<file path="config.mk">
export PLATFORM = sky130hd
export DESIGN_NAME = bank_xlate_top
export DESIGN_NICKNAME = d
export VERILOG_FILES = /design/src/rtl/xlate_pkg.sv /design/src/rtl/xlate_regs.sv /design/src/rtl/prg_map.sv /design/src/rtl/chr_map.sv /design/src/rtl/ram_gate.sv /design/src/rtl/bank_xlate_top.sv
export SDC_FILE = /design/constraint.sdc
export NUM_CORES = 1
export LEC_CHECK = 0
export ABC_AREA = 1
export ABC_CLOCK_PERIOD_IN_PS = 2000
export BUFFER_PORTS_ARGS = -buffer_cell sky130_fd_sc_hd__buf_2
export CELL_PAD_IN_SITES_DETAIL_PLACEMENT = 0
export CELL_PAD_IN_SITES_GLOBAL_PLACEMENT = 1
export CORE_MARGIN = 8
export CORE_UTILIZATION = 30
export CTS_CLUSTER_DIAMETER = 40
export DETAILED_ROUTE_END_ITERATION = 16
export GPL_ROUTABILITY_DRIVEN = 0
export PLACE_DENSITY = 0.7
export SLEW_MARGIN = 20
export SYNTH_ARGS = -nofsm -noshare
export SYNTH_HDL_FRONTEND = slang
export SYNTH_SLANG_ARGS = --single-unit
</file>
<file path="constraint.sdc">
create_clock -name clk -period 2 [get_ports clk]
set_clock_uncertainty 0.2 [all_clocks]
set_input_delay 0.3 -clock clk [delete_from_list [all_inputs] [get_ports clk]]
set_output_delay 0.3 -clock clk [all_outputs]
set_load 0.03 [all_outputs]
</file>
<file path="src/rtl/xlate_pkg.sv">
package xlate_pkg;
    localparam int CPU_AW    = 16;
    localparam int PPU_AW    = 13;
    localparam int DW        = 8;
    localparam int PRG_BW    = 6;
    localparam int PRG_OFS_W = 13;
    localparam int PRG_AW    = PRG_BW + PRG_OFS_W;
    localparam int CHR_BW    = 8;
    localparam int CHR_OFS_W = 10;
    localparam int CHR_AW    = CHR_BW + CHR_OFS_W;
    localparam int N_CHR     = 6;
    localparam int N_PRG     = 2;
    localparam int NT_AW     = 11;
    localparam int WRAM_AW   = 13;

    typedef struct packed {
        logic                             chr_swap;
        logic                             prg_swap;
        logic [2:0]                       ptr;
        logic [N_CHR-1:0][CHR_BW-1:0]     chr_bank;
        logic [N_PRG-1:0][PRG_BW-1:0]     prg_bank;
        logic                             mirror_v;
        logic                             ram_on;
        logic                             ram_lock;
    } map_regs_t;
endpackage

</file>
<file path="src/rtl/xlate_regs.sv">
module xlate_regs
    import xlate_pkg::*;
(
    input  logic          clk,
    input  logic          rst_n,
    input  logic          wr,
    input  logic [3:0]    slot,      // {addr[15:13], addr[0]}
    input  logic [DW-1:0] wdata,
    output map_regs_t     regs_q
);
    map_regs_t regs_d;

    always_comb begin
        regs_d = regs_q;
        if (wr && slot[3]) begin
            case (slot[2:0])
                3'b000: begin
                    regs_d.chr_swap = wdata[7];
                    regs_d.prg_swap = wdata[6];
                    regs_d.ptr      = wdata[2:0];
                end
                3'b001: begin
                    for (int i = 0; i < N_CHR; i++) begin
                        if (regs_q.ptr == 3'(i)) begin
                            if (i < 2) regs_d.chr_bank[i] = {wdata[CHR_BW-1:1], 1'b0};
                            else       regs_d.chr_bank[i] = wdata[CHR_BW-1:0];
                        end
                    end
                    for (int j = 0; j < N_PRG; j++) begin
                        if (regs_q.ptr == 3'(N_CHR + j))
                            regs_d.prg_bank[j] = wdata[PRG_BW-1:0];
                    end
                end
                3'b010: regs_d.mirror_v = wdata[0];
                3'b011: begin
                    regs_d.ram_on   = wdata[7];
                    regs_d.ram_lock = wdata[6];
                end
                default: ;
            endcase
        end
    end

    always_ff @(posedge clk) begin
        if (!rst_n) begin
            regs_q        <= '0;
            regs_q.ram_on <= 1'b1;
        end else begin
            regs_q <= regs_d;
        end
    end
endmodule

</file>
<file path="src/rtl/prg_map.sv">
module prg_map
    import xlate_pkg::*;
(
    input  logic                          swap,
    input  logic [N_PRG-1:0][PRG_BW-1:0]  bank,
    input  logic [PRG_OFS_W+1:0]          addr,
    output logic [PRG_AW-1:0]             phys
);
    localparam logic [PRG_BW-1:0] LAST_BANK = '1;
    localparam logic [PRG_BW-1:0] NEXT_LAST = LAST_BANK - 1'b1;

    logic [PRG_BW-1:0] sel;

    always_comb begin
        case (addr[PRG_OFS_W+1:PRG_OFS_W])
            2'd0:    sel = swap ? NEXT_LAST : bank[0];
            2'd1:    sel = bank[1];
            2'd2:    sel = swap ? bank[0] : NEXT_LAST;
            default: sel = LAST_BANK;
        endcase
        phys = {sel, addr[PRG_OFS_W-1:0]};
    end
endmodule

</file>
<file path="src/rtl/chr_map.sv">
module chr_map
    import xlate_pkg::*;
(
    input  logic                          swap,
    input  logic [N_CHR-1:0][CHR_BW-1:0]  bank,
    input  logic [PPU_AW-1:0]             addr,
    output logic [CHR_AW-1:0]             phys
);
    logic              wide;
    logic [2:0]        idx;
    logic [CHR_BW-1:0] sel;

    always_comb begin
        wide = (addr[12] == swap);
        if (wide) idx = {2'b00, addr[11]};
        else      idx = 3'd2 + {1'b0, addr[11:10]};
        sel = bank[idx];
        if (wide)
            phys = {sel, {CHR_OFS_W{1'b0}}} | {{(CHR_AW-11){1'b0}}, addr[10:0]};
        else
            phys = {sel, addr[CHR_OFS_W-1:0]};
    end
endmodule

</file>
<file path="src/rtl/ram_gate.sv">
module ram_gate
    import xlate_pkg::*;
(
    input  logic              mirror_v,
    input  logic              ram_on,
    input  logic              ram_lock,
    input  logic [11:0]       nt_addr,
    input  logic [CPU_AW-1:0] cpu_addr,
    input  logic              cpu_wr,
    input  logic              cpu_rd,
    input  logic [DW-1:0]     wram_rdata,
    output logic [NT_AW-1:0]  ntram_addr,
    output logic [WRAM_AW-1:0] wram_addr,
    output logic              wram_rd_en,
    output logic              wram_wr_en,
    output logic [DW-1:0]     cpu_rdata
);
    logic hit;

    always_comb begin
        ntram_addr = {(mirror_v ? nt_addr[11] : nt_addr[10]), nt_addr[9:0]};
        hit        = (cpu_addr[CPU_AW-1:WRAM_AW] == 3'b011);
        wram_addr  = cpu_addr[WRAM_AW-1:0];
        wram_rd_en = cpu_rd && hit && ram_on;
        wram_wr_en = cpu_wr && hit && ram_on && !ram_lock;
        cpu_rdata  = wram_rd_en ? wram_rdata : '0;
    end
endmodule

</file>
<file path="src/rtl/bank_xlate_top.sv">
module bank_xlate_top
    import xlate_pkg::*;
(
    input  logic               clk,
    input  logic               rst_n,
    input  logic [CPU_AW-1:0]  cpu_addr,
    input  logic [DW-1:0]      cpu_wdata,
    input  logic               cpu_wr,
    input  logic               cpu_rd,
    input  logic [DW-1:0]      wram_rdata,
    input  logic [PPU_AW-1:0]  ppu_addr,
    output logic [PRG_AW-1:0]  prg_addr,
    output logic [CHR_AW-1:0]  chr_addr,
    output logic [NT_AW-1:0]   ntram_addr,
    output logic [WRAM_AW-1:0] wram_addr,
    output logic               wram_rd_en,
    output logic               wram_wr_en,
    output logic [DW-1:0]      cpu_rdata
);
    map_regs_t regs_q;

    xlate_regs u_regs (
        .clk    (clk),
        .rst_n  (rst_n),
        .wr     (cpu_wr),
        .slot   ({cpu_addr[15:13], cpu_addr[0]}),
        .wdata  (cpu_wdata),
        .regs_q (regs_q)
    );

    prg_map u_prg (
        .swap (regs_q.prg_swap),
        .bank (regs_q.prg_bank),
        .addr (cpu_addr[PRG_OFS_W+1:0]),
        .phys (prg_addr)
    );

    chr_map u_chr (
        .swap (regs_q.chr_swap),
        .bank (regs_q.chr_bank),
        .addr (ppu_addr),
        .phys (chr_addr)
    );

    ram_gate u_ram (
        .mirror_v   (regs_q.mirror_v),
        .ram_on     (regs_q.ram_on),
        .ram_lock   (regs_q.ram_lock),
        .nt_addr    (ppu_addr[11:0]),
        .cpu_addr   (cpu_addr),
        .cpu_wr     (cpu_wr),
        .cpu_rd     (cpu_rd),
        .wram_rdata (wram_rdata),
        .ntram_addr (ntram_addr),
        .wram_addr  (wram_addr),
        .wram_rd_en (wram_rd_en),
        .wram_wr_en (wram_wr_en),
        .cpu_rdata  (cpu_rdata)
    );
endmodule

</file>
==> reports/summary.md <==
The flow ran to the end, but the final reports show violations. The checks that failed: setup timing. The total global-route track usage was 0.123; the later-pin clock latency in the skew report was 320 ps.

The final count of pins violating max slew was 0; the setup-violating endpoint count in the final report was 8. The floorplan step defined a die boundary enclosing 0.0159 mm^2. Setup repair after global routing could not meet its margin everywhere.

In this run the cell area of the synthesized design comes to 0.00364 mm^2. The filler cell count is 1309. The critical register-to-register path startpoint was u_regs.regs_q[65].

The number of input and output port buffers inserted was 53; the logic depth of the worst register-to-register path was 5. Across the whole layout, storage elements account for 0.00133 mm^2. The worst min-delay path endpoint was u_regs.regs_q[27].

The tools report the max-capacitance violation count as 0. Clock tree synthesis found a total of 66 sinks. The first global-routing pass estimated 15600 um of wire. The post-detailed-routing wire length is 9610 um.

STA puts the critical path data required time at 1500 ps. The total number of H-tree levels was 3; the pin slew with the least headroom to its limit was 413 ps. The wire length per cell after detailed routing works out to 14.1 um. The number of flip-flops in the largest register works out to 66.

The slowest stage of the critical path is the dfxtp_4 cell. Net count after synthesis: 567. Counting I/O delays and the setup requirement, the final critical path takes 2140 ps.

Part of the cycle the worst path needs: 1.07. TritonCTS built the clock tree. For the detailed router's first-iteration violation count, the log shows 129.

In the layout the commonest cells are inv_1, o21ai_0, a21oi_1. Once placement completed, the tool counted placed cells totaling 665. Summing all multi-input logic gate instances after layout gives 0.00160 mm^2. The area share of the largest cell type after synthesis is 0.363, and the width of the chip is 126 um. Counting flops per register, the top entry is u_regs.regs_q. Clock tree synthesis selected as its root buffer the cell clkbuf_16. The timing-limited maximum frequency is 467 MHz, and the maximum fanout along the worst path is 11.

The largest registers in the layout are u_regs.regs_q (66). Clock-pin slew was measured on the worst setup and hold paths at 50 ps. During synthesis, Yosys emitted a total of 0 warnings.

Entering global routing, the biggest net connects 67 pins. The post-synthesis async set-or-reset flop share came out at 0. The tools report the overall power consumption as 3.22 mW.

The distinct cell type count of the synthesized netlist is 21. Power spread over the standard cell area amounts to 776 mW/mm^2. The tools report the slack of the critical path as -139 ps. The fraction of layout instances using a drive strength above 1 was 0.221; the detailed-route vias per instance was 4.63.

The HPWL after detailed placement is 6870 um. In the post-synthesis netlist, the biggest area contributors are dfxtp_1, o21ai_0, buf_4, a21oi_1, inv_1. In the synthesized netlist, the number of instances is 518. The signal on the critical path passes through inv_4 > nand2_4 > nand3_4 > nand2_2 > buf_12 > o21ai_0 > nor2_1 > nor2_1 > buf_4. Across all register-to-register paths, the minimum setup slack is 390 ps. The tools report the capture instance of the worst register-to-register path as u_regs.regs_q[5]. The tools report the type of destination of the critical path as an output pin. Among all flip-flop cells after synthesis, the most frequent one is dfxtp_1. The overall via count from detail_route came out at 3160. At the end of the flow, the number of nets in the layout was 581. For this run, the number of standard cells in the final layout without fillers is 682.

Leaving out fill and tap cells, the most frequent cell in the layout is inv_1. 120 I/O pins were placed. The worst setup path is of the flop to output pin kind. Delay of the slowest cell on the worst path: 360 ps. The tools report the register area share after synthesis as 0.363. The type of element launching the critical path is a flop. Counting instances, the worst hold path has a depth of 3. The tools report the initial antenna violation count as 1. Summed over all instances, the cell type with the most area after synthesis is dfxtp_1. The number of hold buffers added after CTS was 0. In this run the mean area of a mapped cell was 7.02 um^2. The worst hold path belongs to the class input pin to flop.

After detailed routing, the number of remaining DRC violations is 0. The floorplan row count is 40. The total overflow left after global routing is 0. The number of enable-type register cells in the synthesized netlist is 0, and the via count of the first global-routing pass is 3103. The pre-antenna-repair detailed-routing pass consisted of 4 iterations. For the worst setup path, the data arrival time is 1640 ps.

Buffers inserted during clock tree synthesis total 9. The post-placement worst setup slack was 66.7 ps; the fraction of the core area covered by cells at the end of the flow was 0.349. The region available for standard cell placement spans 0.0119 mm^2.

In this run the remaining antenna-violating nets after routing total 0. The worst relative slew slack is 0.724, and the area growth from synthesis to final layout is 14.2%. The count of final hold-check violations is 0.

The most numerous cell type found on the critical path is nor2_1. Count of state elements after synthesis: 66. The starting utilization of the core area is 0.305. Start point of the worst min-delay path: cpu_wdata[4]. The worst vdd rail ir drop was 0.407 mV; the vertical die dimension was 126 um.

In this run the static leakage power is 1.73 nW. The number of buffers between clock root and the deepest sink came out at 2.
## power breakdown
group          switching [mW]  internal [mW]  total (mW)
Clock                   0.531          0.886        1.42
Sequential            0.00518           1.32        1.33
Combinational           0.310          0.167       0.477
## routing by layer
| metal | GRT usage | up-vias | share of wire |
|---|---|---|---|
| met5 | 0 | - | 0 |
| met4 | 0.0460 | 0 | 0.016 |
| met3 | 0.0338 | 14 | 0.032 |
| met2 | 0.204 | 55 | 0.47 |
| met1 | 0.148 | 1438 | 0.48 |
| li1 | - | 1653 | - |
## synth_stat cells, types with 2 or more instances
cell type and number:
inv_1 83, o21ai_0 78, a21oi_1 70, dfxtp_1 66, nor2_1 65, buf_4 48
nand2_1 38, nand3_1 22, buf_6 8, o21ai_1 8, clkbuf_1 7, nand3_4 5
o2111ai_1 5, buf_2 3, nand3_2 3, nand4_1 2, nor2_2 2, o211ai_1 2
## stage by stage
stage / hold WS, ps / cell area (um^2) / setup TNS (ps)
floorplan: 213 / 3640 / 0
global placement: 233 / 3740 / 0
detailed placement: 239 / 3740 / 0
CTS: 151 / 4110 / -946
global route: 179 / 4150 / -1620
finish: 164 / 4150 / -812
## worst max-delay path: cells and delay by family (launching register included)
kind / cells / cell delay, ps
AND/OR/NAND/NOR: 5 / 420
buffers and inverters: 3 / 400
AO/OA/AOI/OAI: 1 / 140
flip-flops: 1 / 360
## kinds of logic after synthesis
| kind of cell | share of synthesized area |
|---|---|
| AOI/OAI and AO/OA | 0.231 |
| DFF | 0.363 |
| and+or+nand+nor | 0.184 |
| buffers and inverters | 0.222 |
## how the worst max path moves through the flow
stage	cells after the start	slack, ps	startpoint	end
after floorplan	9	7	ppu_addr[10]	chr_addr[15]
after global placement	11	50	ppu_addr[12]	chr_addr[15]
after detailed placement	10	70	ppu_addr[12]	chr_addr[17]
after CTS	10	-130	u_regs.regs_q[67]	chr_addr[14]
after global routing	10	-240	u_regs.regs_q[67]	chr_addr[13]
final	9	-140	u_regs.regs_q[67]	chr_addr[17]
## what timing repair did
item | in CTS | in global routing
buffers inserted | 1 | 2
resized for setup | 32 | 16
endpoints found under the setup margin | 8 | 13
pin swaps | 1 | 3
## cell type report
type / count / share of cell area
sequential: 66 / 0.319
antenna: 1 / 0.000602
multi-input combinational: 302 / 0.385
clock buffer: 13 / 0.0627
inverter: 84 / 0.0765
timing repair buffer: 69 / 0.112
tap: 147 / 0.0443
Power figures use the tool's default switching activity.
